===== src/rtl/gpio_port_pkg.sv =====
package gpio_port_pkg;
  localparam int MODE_W = 4;

  localparam logic [MODE_W-1:0] SEL_DIR  = 4'd0;
  localparam logic [MODE_W-1:0] SEL_LVL  = 4'd1;
  localparam logic [MODE_W-1:0] SEL_PULL = 4'd2;
  localparam logic [MODE_W-1:0] SEL_SCHM = 4'd3;
  localparam logic [MODE_W-1:0] SEL_EDGE = 4'd4;
  localparam logic [MODE_W-1:0] SEL_WEN  = 4'd5;
  localparam logic [MODE_W-1:0] SEL_PEND = 4'd6;
  localparam logic [MODE_W-1:0] SEL_RST  = 4'd15;

  // storage slots inside the configuration bank
  localparam int SLOT_DATA = 0;
  localparam int SLOT_DIR  = 1;
  localparam int SLOT_LVL  = 2;
  localparam int SLOT_PULL = 3;
  localparam int SLOT_SCHM = 4;
  localparam int SLOT_EDGE = 5;
  localparam int SLOT_WEN  = 6;
  localparam int NSLOT     = 7;
endpackage


===== src/rtl/gpio_rst_sync.sv =====
module gpio_rst_sync (
  input  logic clk,
  input  logic rst_n_in,
  output logic rst_n_out
);
  logic [1:0] stage_q;

  always_ff @(posedge clk or negedge rst_n_in) begin
    if (!rst_n_in) stage_q <= 2'b00;
    else           stage_q <= {stage_q[0], 1'b1};
  end

  assign rst_n_out = stage_q[1];
endmodule


===== src/rtl/gpio_cfg_bank.sv =====
module gpio_cfg_bank
  import gpio_port_pkg::*;
#(
  parameter int PINS        = 8,
  parameter int ACTIVE_PINS = 8,
  parameter bit HAS_SCHMITT = 1'b1,
  parameter bit HAS_WAKE    = 1'b1
) (
  input  logic              clk,
  input  logic              rst_n,
  input  logic              data_wr,
  input  logic              cfg_wr,
  input  logic [MODE_W-1:0] mode_q,
  input  logic [PINS-1:0]   wdata,
  output logic [PINS-1:0]   data_q,
  output logic [PINS-1:0]   dir_q,
  output logic [PINS-1:0]   lvl_q,
  output logic [PINS-1:0]   pull_q,
  output logic [PINS-1:0]   schm_q,
  output logic [PINS-1:0]   edge_q,
  output logic [PINS-1:0]   wen_q,
  output logic [PINS-1:0]   clr_mask
);
  localparam logic [PINS-1:0] IMPL = {PINS{1'b1}} >> (PINS - ACTIVE_PINS);
  localparam logic [NSLOT-1:0] PRESENT =
    {HAS_WAKE, HAS_WAKE, HAS_SCHMITT, 1'b1, 1'b1, 1'b1, 1'b1};

  logic [NSLOT-1:0]           slot_we;
  logic [NSLOT-1:0][PINS-1:0] slot_d;
  logic [NSLOT-1:0][PINS-1:0] slot_q;
  logic [PINS-1:0]            wr_val;

  // write steering from the mode register
  always_comb begin
    slot_we            = '0;
    slot_we[SLOT_DATA] = data_wr;
    slot_we[SLOT_DIR]  = cfg_wr && (mode_q == SEL_DIR);
    slot_we[SLOT_LVL]  = cfg_wr && (mode_q == SEL_LVL);
    slot_we[SLOT_PULL] = cfg_wr && (mode_q == SEL_PULL);
    slot_we[SLOT_SCHM] = cfg_wr && (mode_q == SEL_SCHM);
    slot_we[SLOT_EDGE] = cfg_wr && (mode_q == SEL_EDGE);
    slot_we[SLOT_WEN]  = cfg_wr && (mode_q == SEL_WEN);
    wr_val             = (wdata & IMPL) | ~IMPL;
    clr_mask           = (cfg_wr && (mode_q == SEL_PEND)) ? (wdata & IMPL) : '0;
  end

  for (genvar s = 0; s < NSLOT; s++) begin : g_slot
    if (PRESENT[s]) begin : g_live
      always_comb begin
        slot_d[s] = slot_q[s];
        if (slot_we[s]) slot_d[s] = wr_val;
      end
      always_ff @(posedge clk or negedge rst_n) begin
        if (!rst_n) slot_q[s] <= '1;
        else        slot_q[s] <= slot_d[s];
      end
    end else begin : g_tied
      assign slot_d[s] = '1;
      assign slot_q[s] = '1;
    end
  end

  assign data_q = slot_q[SLOT_DATA];
  assign dir_q  = slot_q[SLOT_DIR];
  assign lvl_q  = slot_q[SLOT_LVL];
  assign pull_q = slot_q[SLOT_PULL];
  assign schm_q = slot_q[SLOT_SCHM];
  assign edge_q = slot_q[SLOT_EDGE];
  assign wen_q  = slot_q[SLOT_WEN];
endmodule


===== src/rtl/gpio_in_sync.sv =====
module gpio_in_sync #(
  parameter int PINS = 8
) (
  input  logic            clk,
  input  logic            rst_n,
  input  logic [PINS-1:0] pad_in,
  output logic [PINS-1:0] sync_q,
  output logic [PINS-1:0] prev_q
);
  logic [PINS-1:0] meta_q;

  always_ff @(posedge clk or negedge rst_n) begin
    if (!rst_n) begin
      meta_q <= '0;
      sync_q <= '0;
      prev_q <= '0;
    end else begin
      meta_q <= pad_in;
      sync_q <= meta_q;
      prev_q <= sync_q;
    end
  end
endmodule


===== src/rtl/gpio_wake.sv =====
module gpio_wake #(
  parameter int PINS        = 8,
  parameter int ACTIVE_PINS = 8,
  parameter bit HAS_WAKE    = 1'b1
) (
  input  logic            clk,
  input  logic            rst_n,
  input  logic [PINS-1:0] sync_q,
  input  logic [PINS-1:0] prev_q,
  input  logic [PINS-1:0] edge_q,
  input  logic [PINS-1:0] wen_q,
  input  logic [PINS-1:0] clr_mask,
  output logic [PINS-1:0] pend_q
);
  localparam logic [PINS-1:0] IMPL = {PINS{1'b1}} >> (PINS - ACTIVE_PINS);

  if (HAS_WAKE) begin : g_wake
    logic [PINS-1:0] rise, fall, hit, pend_d;

    always_comb begin
      rise   = sync_q & ~prev_q;
      fall   = ~sync_q & prev_q;
      hit    = ((edge_q & fall) | (~edge_q & rise)) & ~wen_q & IMPL;
      pend_d = (pend_q & ~clr_mask) | hit;
    end

    always_ff @(posedge clk or negedge rst_n) begin
      if (!rst_n) pend_q <= '0;
      else        pend_q <= pend_d;
    end
  end else begin : g_nowake
    logic unused;
    assign unused = ^{sync_q, prev_q, edge_q, wen_q, clr_mask, clk, rst_n};
    assign pend_q = '0;
  end
endmodule


===== src/rtl/gpio_port_ctrl.sv =====
module gpio_port_ctrl
  import gpio_port_pkg::*;
#(
  parameter int PINS        = 8,
  parameter int ACTIVE_PINS = 8,
  parameter bit HAS_SCHMITT = 1'b1,
  parameter bit HAS_WAKE    = 1'b1
) (
  input  logic              clk,
  input  logic              rst_n,
  input  logic              mode_wr,
  input  logic [MODE_W-1:0] mode_wdata,
  input  logic              data_wr,
  input  logic              cfg_wr,
  input  logic [PINS-1:0]   wdata,
  input  logic [PINS-1:0]   pad_in,
  output logic [PINS-1:0]   pad_out,
  output logic [PINS-1:0]   pad_oe,
  output logic [PINS-1:0]   pad_ttl_sel,
  output logic [PINS-1:0]   pad_pull_n,
  output logic [PINS-1:0]   pad_schmitt_n,
  output logic [PINS-1:0]   port_rdata,
  output logic [PINS-1:0]   cfg_rdata,
  output logic              irq
);
  localparam logic [PINS-1:0] IMPL = {PINS{1'b1}} >> (PINS - ACTIVE_PINS);

  logic              rst_n_sync;
  logic [MODE_W-1:0] mode_q, mode_d;
  logic [PINS-1:0]   data_q, dir_q, lvl_q, pull_q, schm_q, edge_q, wen_q;
  logic [PINS-1:0]   clr_mask, sync_q, prev_q, pend_q;

  gpio_rst_sync i_rst (
    .clk(clk), .rst_n_in(rst_n), .rst_n_out(rst_n_sync)
  );

  // mode register: next state, then storage
  always_comb begin
    mode_d = mode_q;
    if (mode_wr) mode_d = mode_wdata;
  end

  always_ff @(posedge clk or negedge rst_n_sync) begin
    if (!rst_n_sync) mode_q <= SEL_RST;
    else             mode_q <= mode_d;
  end

  gpio_cfg_bank #(
    .PINS(PINS), .ACTIVE_PINS(ACTIVE_PINS),
    .HAS_SCHMITT(HAS_SCHMITT), .HAS_WAKE(HAS_WAKE)
  ) i_bank (
    .clk(clk), .rst_n(rst_n_sync), .data_wr(data_wr), .cfg_wr(cfg_wr),
    .mode_q(mode_q), .wdata(wdata),
    .data_q(data_q), .dir_q(dir_q), .lvl_q(lvl_q), .pull_q(pull_q),
    .schm_q(schm_q), .edge_q(edge_q), .wen_q(wen_q), .clr_mask(clr_mask)
  );

  gpio_in_sync #(.PINS(PINS)) i_sync (
    .clk(clk), .rst_n(rst_n_sync), .pad_in(pad_in),
    .sync_q(sync_q), .prev_q(prev_q)
  );

  gpio_wake #(
    .PINS(PINS), .ACTIVE_PINS(ACTIVE_PINS), .HAS_WAKE(HAS_WAKE)
  ) i_wake (
    .clk(clk), .rst_n(rst_n_sync), .sync_q(sync_q), .prev_q(prev_q),
    .edge_q(edge_q), .wen_q(wen_q), .clr_mask(clr_mask), .pend_q(pend_q)
  );

  // read-back multiplexer
  always_comb begin
    case (mode_q)
      SEL_DIR:  cfg_rdata = dir_q;
      SEL_LVL:  cfg_rdata = lvl_q;
      SEL_PULL: cfg_rdata = pull_q;
      SEL_SCHM: cfg_rdata = schm_q;
      SEL_EDGE: cfg_rdata = edge_q;
      SEL_WEN:  cfg_rdata = wen_q;
      SEL_PEND: cfg_rdata = pend_q;
      default:  cfg_rdata = '0;
    endcase
  end

  assign pad_out       = data_q;
  assign pad_oe        = ~dir_q & IMPL;
  assign pad_ttl_sel   = lvl_q;
  assign pad_pull_n    = pull_q;
  assign pad_schmitt_n = schm_q;
  assign port_rdata    = sync_q & IMPL;
  assign irq           = |pend_q;
endmodule


===== config.mk =====
export PLATFORM = sky130hd
export DESIGN_NAME = gpio_port_ctrl
export DESIGN_NICKNAME = d
export VERILOG_FILES = /design/src/rtl/gpio_port_pkg.sv /design/src/rtl/gpio_rst_sync.sv /design/src/rtl/gpio_cfg_bank.sv /design/src/rtl/gpio_in_sync.sv /design/src/rtl/gpio_wake.sv /design/src/rtl/gpio_port_ctrl.sv
export SDC_FILE = /design/constraint.sdc
export NUM_CORES = 1
export LEC_CHECK = 0
export ABC_AREA = 1
export CAP_MARGIN = 30
export CORE_UTILIZATION = 25
export DETAILED_ROUTE_END_ITERATION = 7
export GPL_TIMING_DRIVEN = 0
export PLACE_DENSITY_LB_ADDON = 0.12
export SLEW_MARGIN = 20
export SYNTH_ARGS = -nofsm -noshare
export SYNTH_HDL_FRONTEND = slang
export SYNTH_SLANG_ARGS = --single-unit

===== constraint.sdc =====
create_clock -name clk -period 3.15 [get_ports clk]
set_clock_uncertainty 0.1 [all_clocks]
set_input_delay 0.315 -clock clk [delete_from_list [all_inputs] [get_ports clk]]
set_output_delay 0.315 -clock clk [all_outputs]
set_load 0.02 [all_outputs]

==> results_dict.tcl, run 1 <==
set metrics [dict create \
    outcome "completed" \
    rsz0062_at_grt "no" \
    power_uw 3970 \
    post-route-period-util_pct 93.4 \
    crit_arrival_ns 2.53 \
    critPathRequiredTime_ns 2.73 \
    yosysWarnings 0 \
    core_mm2 0.0160 \
    worst_path_most_repeated_cell "nand2_1" \
    vias 3449 \
    grt_max_degree 53 \
    hold_viol 0 \
    worstPathMaxFanout 10 \
    drive_gt1_share_pct 19.8 \
    io_pins 82 \
    finish.net_count 576 \
    gp_congestion 0.824 \
    setup_tns_ns 0 \
    drtPass1Iterations 4 \
    cap_violations 0 \
    p_leak_uw 0.00236 \
    setup_viol 0 \
    path_class "register to output port" \
    diodes 0 \
    syn_avg_cell_area_um2 9.00 \
    syn_inst 460 \
    port_buffers 79 \
    chipHeight_um 131 \
    cellPowerDensity_mw_per_mm2 721 \
    grt_pass1_vias 3462 \
    path_cells "nor2_2 -> buf_2 -> buf_4 -> nand3_1 -> nand2_1 -> nor2_1 -> nand2_1 -> clkdlybuf4s50_1" \
    wl_per_cell_um 16.4 \
    ys_types 24 \
    crit_path_start_kind "register" \
    wl_um 12600 \
    clockBufferDepth 2 \
    ys_seq_area_share_pct 58.6 \
    htreeDepth 3 \
    tritoncts "built" \
    synth_nets 485 \
    root_buffer "clkbuf_16" \
    synth_area_mm2 0.00414 \
    ir_drop_uv 274 \
    cp-end-kind "output port" \
    ant_nets 0 \
    cp_slowest_cell "clkdlybuf4s50_1" \
    cts_setup_buffers 0 \
    drv_slew 0 \
    post-route-util_pct 34.4 \
    dp_hpwl_um 9170 \
    slowest_delay_ns 0.62 \
    core.rowCount 46 \
    dieArea_mm2 0.0171 \
    worst_pin_slew_ns 0.703 \
    grt.overflow.total 0 \
    postCtsHoldBufs 0 \
    cts_inserted_buffers 9 \
    start_util_pct 25.9 \
    fmax_ghz 0.340 \
    placedInstanceArea_mm2 0.00523 \
    grtUsageTotal_pct 16.0 \
    min_period_ns 2.94 \
    clk_latency_ns 0.35 \
    critPathTopFamily "buffers and inverters" \
    synth_seq_cells 94 \
    slew_headroom_pct 53.1 \
    cts_resized 0 \
    clkSinkCount 94 \
    drt-initial-drc-count 200 \
    holdCritPathClass "input port to asynchronous set/reset pin" \
    whs_ns 0.0179 \
    clkTransAtPathRegs_ns 0.06 \
    die_width_um 131 \
    vias_per_cell 4.47 \
    grt_pass1_wl_um 19800 \
    worst-path-buf-inv 3 \
    fillers 1694 \
    final_area_mm2 0.00551 \
    drc 0 \
    antenna_found_initial 0 \
    synthToLayoutAreaGrowth_pct 33.1 \
]
-- layout by cell type, fill, tap and decap left out, types with 3 or more instances in the layout --
| master | count |
|---|---|
| nand2_1 | 117 |
| clkdlybuf4s50_1 | 79 |
| dfstp_2 | 60 |
| nand3_1 | 56 |
| o21ai_0 | 52 |
| inv_1 | 39 |
| nor2_1 | 33 |
| dfrtp_1 | 33 |
| a21oi_1 | 16 |
| clkbuf_16 | 9 |
| nand3b_1 | 8 |
| buf_2 | 7 |
| nor2_4 | 6 |
| o21ai_1 | 6 |
| inv_2 | 4 |
| buf_4 | 4 |
| clkinvlp_4 | 4 |
| nor2_2 | 3 |
| clkbuf_1 | 3 |
-- area by class of cell --
| class | count | area [um2] | share of cell area [%] |
|---|---|---|---|
| buffer | 16 | 98.8 | 1.79 |
| clock buffer | 11 | 253 | 4.59 |
| clock inverter | 5 | 33.8 | 0.613 |
| inverter | 43 | 161 | 2.93 |
| multi-input combinational | 307 | 1450 | 26.4 |
| sequential | 94 | 2430 | 44.1 |
| tap | 216 | 270 | 4.90 |
| timing repair buffer | 80 | 811 | 14.7 |
-- cells by family after synthesis --
group / count (synthesis) / share of synthesized area, %
simple gates: 230 / 25.6
flops: 94 / 58.6
compound gates: 76 / 9.37
other cells: 1 / 0.0906
buf+inv: 59 / 6.29
-- power breakdown --
part / leakage, uW / internal, uW / switching [uW]
clock network: 0.000127 / 576 / 495
registers: 0.00100 / 1610 / 201
logic: 0.00123 / 468 / 620
-- synthesized netlist by cell type, drive strengths merged --
cell type | instances | area share (%)
nand3 | 57 | 7.0
nand3b | 8 | 1.5
conb | 1 | 0.091
dfstp | 60 | 38
nor4 | 2 | 0.30
clkbuf | 3 | 0.27
inv | 43 | 3.9
nor2 | 43 | 5.6
a21oi | 16 | 1.9
o21ai | 60 | 7.4
dfrtp | 34 | 21
buf | 13 | 2.1
nand2 | 120 | 11
-- worst paths after layout --
| kind | endpoint | startpoint | slack [ns] | cells after the start |
|---|---|---|---|---|
| max | cfg_rdata[7] | mode_q[3] | 0.21 | 8 |
| min | i_rst.stage_q[1] | rst_n | 0.02 | 1 |
| max reg2reg | i_bank.edge_q[6] | mode_q[2] | 1.37 | 7 |
| min reg2reg | i_sync.sync_q[7] | i_sync.meta_q[7] | 0.24 | 0 |
| max in group asynchronous | mode_q[2] | i_rst.stage_q[1] | 1.93 | 1 |
| min in group clk | i_bank.data_q[0] | data_wr | 0.21 | 3 |
-- per-layer routing --
metal,part of all wire (%),vias up,track usage (%)
met4,1.9,0,6.90
li1,-,1671,-
met3,6.2,16,3.38
met5,0,-,0
met1,45,1665,21.2
met2,46,97,25.2
-- sequential cells by signal (all words and copies together) (netlist names) --
signal / cells
i_bank.data_q: 8
i_sync.prev_q: 8
i_bank.schm_q: 8
i_sync.meta_q: 8
i_wake.pend_q: 8
mode_q: 4
i_bank.pull_q: 8
i_bank.edge_q: 8
i_sync.sync_q: 8
i_bank.wen_q: 8
i_bank.dir_q: 8
i_rst.stage_q: 2
i_bank.lvl_q: 8
-- metrics by stage --
step,setup slack [ns],instances
global placement,-0.907,755
CTS,0.171,772
finish,0.207,772
global route,0.0953,772
floorplan,0.343,460
detailed placement,0.562,756
No activity file was read; power rests on OpenSTA's default activity.
==> inputs of run 2 (changes only) <==
--- a/config.mk
+++ b/config.mk
@@ -9,6 +9,7 @@
 export CAP_MARGIN = 30
 export CORE_UTILIZATION = 25
 export DETAILED_ROUTE_END_ITERATION = 7
+export DONT_BUFFER_PORTS = 1
 export GPL_TIMING_DRIVEN = 0
 export PLACE_DENSITY_LB_ADDON = 0.12
 export SLEW_MARGIN = 20
==> results_dict.tcl, run 2 (synthesized netlist as in run 1, its figures left out) <==
set metrics [dict create \
    synthToLayoutAreaGrowth_pct 20.6 \
    dp_cells 678 \
    hold_path.startpoint "wdata[4]" \
    core_mm2 0.0160 \
    dieArea_mm2 0.0171 \
    reg2reg_depth 7 \
    worst-path-buf-inv 2 \
    grt_pass1_wl_um 20400 \
    ant_nets 0 \
    grt_max_degree 38 \
    cellPowerDensity_mw_per_mm2 749 \
    post-route-period-util_pct 78.1 \
    htreeDepth 3 \
    cp-end-kind "output port" \
    power_frac_seq_pct 52.9 \
    cts_inserted_buffers 9 \
    pre_cts_slack_ns 1.03 \
    drtPass1Iterations 5 \
    hold_viol 0 \
    hold_depth 3 \
    timing.rr.end "i_bank.edge_q[6]" \
    clkSinkCount 94 \
    clkTransAtPathRegs_ns 0.07 \
    vias_per_cell 4.59 \
    wl_per_cell_um 18.6 \
    grt_pass1_vias 3310 \
    vias 3289 \
    drv_slew 0 \
    p_switching_uw 1290 \
    cts_setup_buffers 0 \
    clk_latency_ns 0.35 \
    io_pins 82 \
    drt-initial-drc-count 212 \
    rsz0062_at_grt "no" \
    final_cell_mix "nand2_1 (117), dfstp_2 (60), nand3_1 (56)" \
    crit_arrival_ns 2.05 \
    gp_congestion 0.770 \
    core.rowCount 46 \
    die_width_um 131 \
    grtUsageTotal_pct 16.9 \
    path_cells "nor2_2 -> buf_2 -> buf_4 -> nand3_1 -> nand2_1 -> nor2_1 -> nand2_1" \
    holdCritPathClass "input port to register" \
    worstPathMaxFanout 10 \
    cap_violations 0 \
    dp_hpwl_um 9340 \
    p_comb_share_pct 16.3 \
    wl_um 13400 \
    cts_resized 0 \
    grt.overflow.total 0 \
    fin_cells 717 \
    r2r_slack_ns 1.35 \
    diodes 0 \
    root_buffer "clkbuf_16" \
    slew_headroom_pct 58.0 \
    drive_gt1_share_pct 22.4 \
    worst_path_most_repeated_cell "nand2_1" \
    chipHeight_um 131 \
    power_uw 3740 \
    cp_slowest_cell "dfstp_2" \
    drc 0 \
    finish.net_count 521 \
    holdPathEnd "i_wake.pend_q[4]" \
    outcome "completed" \
    port_buffers 0 \
    postCtsHoldBufs 23 \
    worst_pin_slew_ns 0.628 \
    antenna_found_initial 0 \
    slowest_delay_ns 0.39 \
    p_clk_share_pct 30.8 \
    placedInstanceArea_mm2 0.00445 \
    setup_viol 0 \
    final.setup.worst_slack_ns 0.690 \
    mostFrequentLayoutCell "nand2_1" \
    clockBufferDepth 2 \
    fmax_ghz 0.406 \
    min_period_ns 2.46 \
    critPathTopFamily "simple AND/OR/NAND/NOR gates" \
    ir_drop_uv 286 \
    tritoncts "built" \
    path_class "register to output port" \
    internal-power_uw 2450 \
    final_area_mm2 0.00499 \
    rr_startpoint "mode_q[2]" \
    p_leak_uw 0.00218 \
    start_util_pct 25.9 \
    sw_frac_of_total_pct 34.6 \
    crit_path_start_kind "register" \
    critPathRequiredTime_ns 2.73 \
]
run 2: power groups by stage:
stage	Clock, uW	Combinational (uW)	Sequential, uW
3_3_place_gp	0	545	2020
6_report	1150	610	1980
5_1_grt	1250	690	2020
3_5_place_dp	0	579	2000
4_1_cts	1200	621	1990
2_1_floorplan	0	439	1920
run 2: worst reg2reg max path, cell delays in order (launching register included):
cell and delay [ns]:
dfstp_2 0.55, inv_1 0.06, nor2_2 0.23, nand2_1 0.15, nor2_4 0.25, buf_4 0.24
nand2_1 0.06, o21ai_0 0.09
run 2: layout make-up:
cell class	count	area [um2]
Buffer	16	98.8
Clock buffer	10	239
Clock inverter	6	70.1
Fill cell	1735	11000
Inverter	43	161
Multi-Input combinational cell	307	1450
Sequential cell	94	2430
Tap cell	216	270
Timing Repair Buffer	25	270
run 2: stage by stage:
| stage | util (%) | hold slack (ns) | TNS [ns] |
|---|---|---|---|
| after global routing | 31.2 | 0.0419 | 0 |
| after CTS | 31.2 | 0.0179 | 0 |
| after global placement | 27.6 | -0.0805 | -38.12 |
| after detailed placement | 27.8 | -0.0805 | 0 |
| after floorplan | - | -0.0806 | 0 |
| final | 31.2 | 0.0338 | 0 |
run 2: layer usage:
metal / up-vias / routed length (um) / GRT usage [%]
li1: 1557 / - / -
met1: 1602 / 5980 / 21.5
met2: 115 / 6190 / 26.6
met3: 15 / 942 / 6.19
met4: 0 / 255 / 5.54
met5: - / 0 / 0
run 2: worst max path at each step:
stage / from / endpoint / slack, ns / cells past startpoint
floorplan: i_rst.stage_q[1] / i_sync.meta_q[0] / 0.34 / 0
global placement: i_rst.stage_q[1] / i_wake.pend_q[0] / -1.11 / 0
detailed placement: mode_q[3] / cfg_rdata[5] / 1.03 / 7
CTS: mode_q[3] / cfg_rdata[5] / 0.63 / 7
global route: mode_q[1] / cfg_rdata[5] / 0.55 / 7
finish: mode_q[3] / cfg_rdata[5] / 0.69 / 7
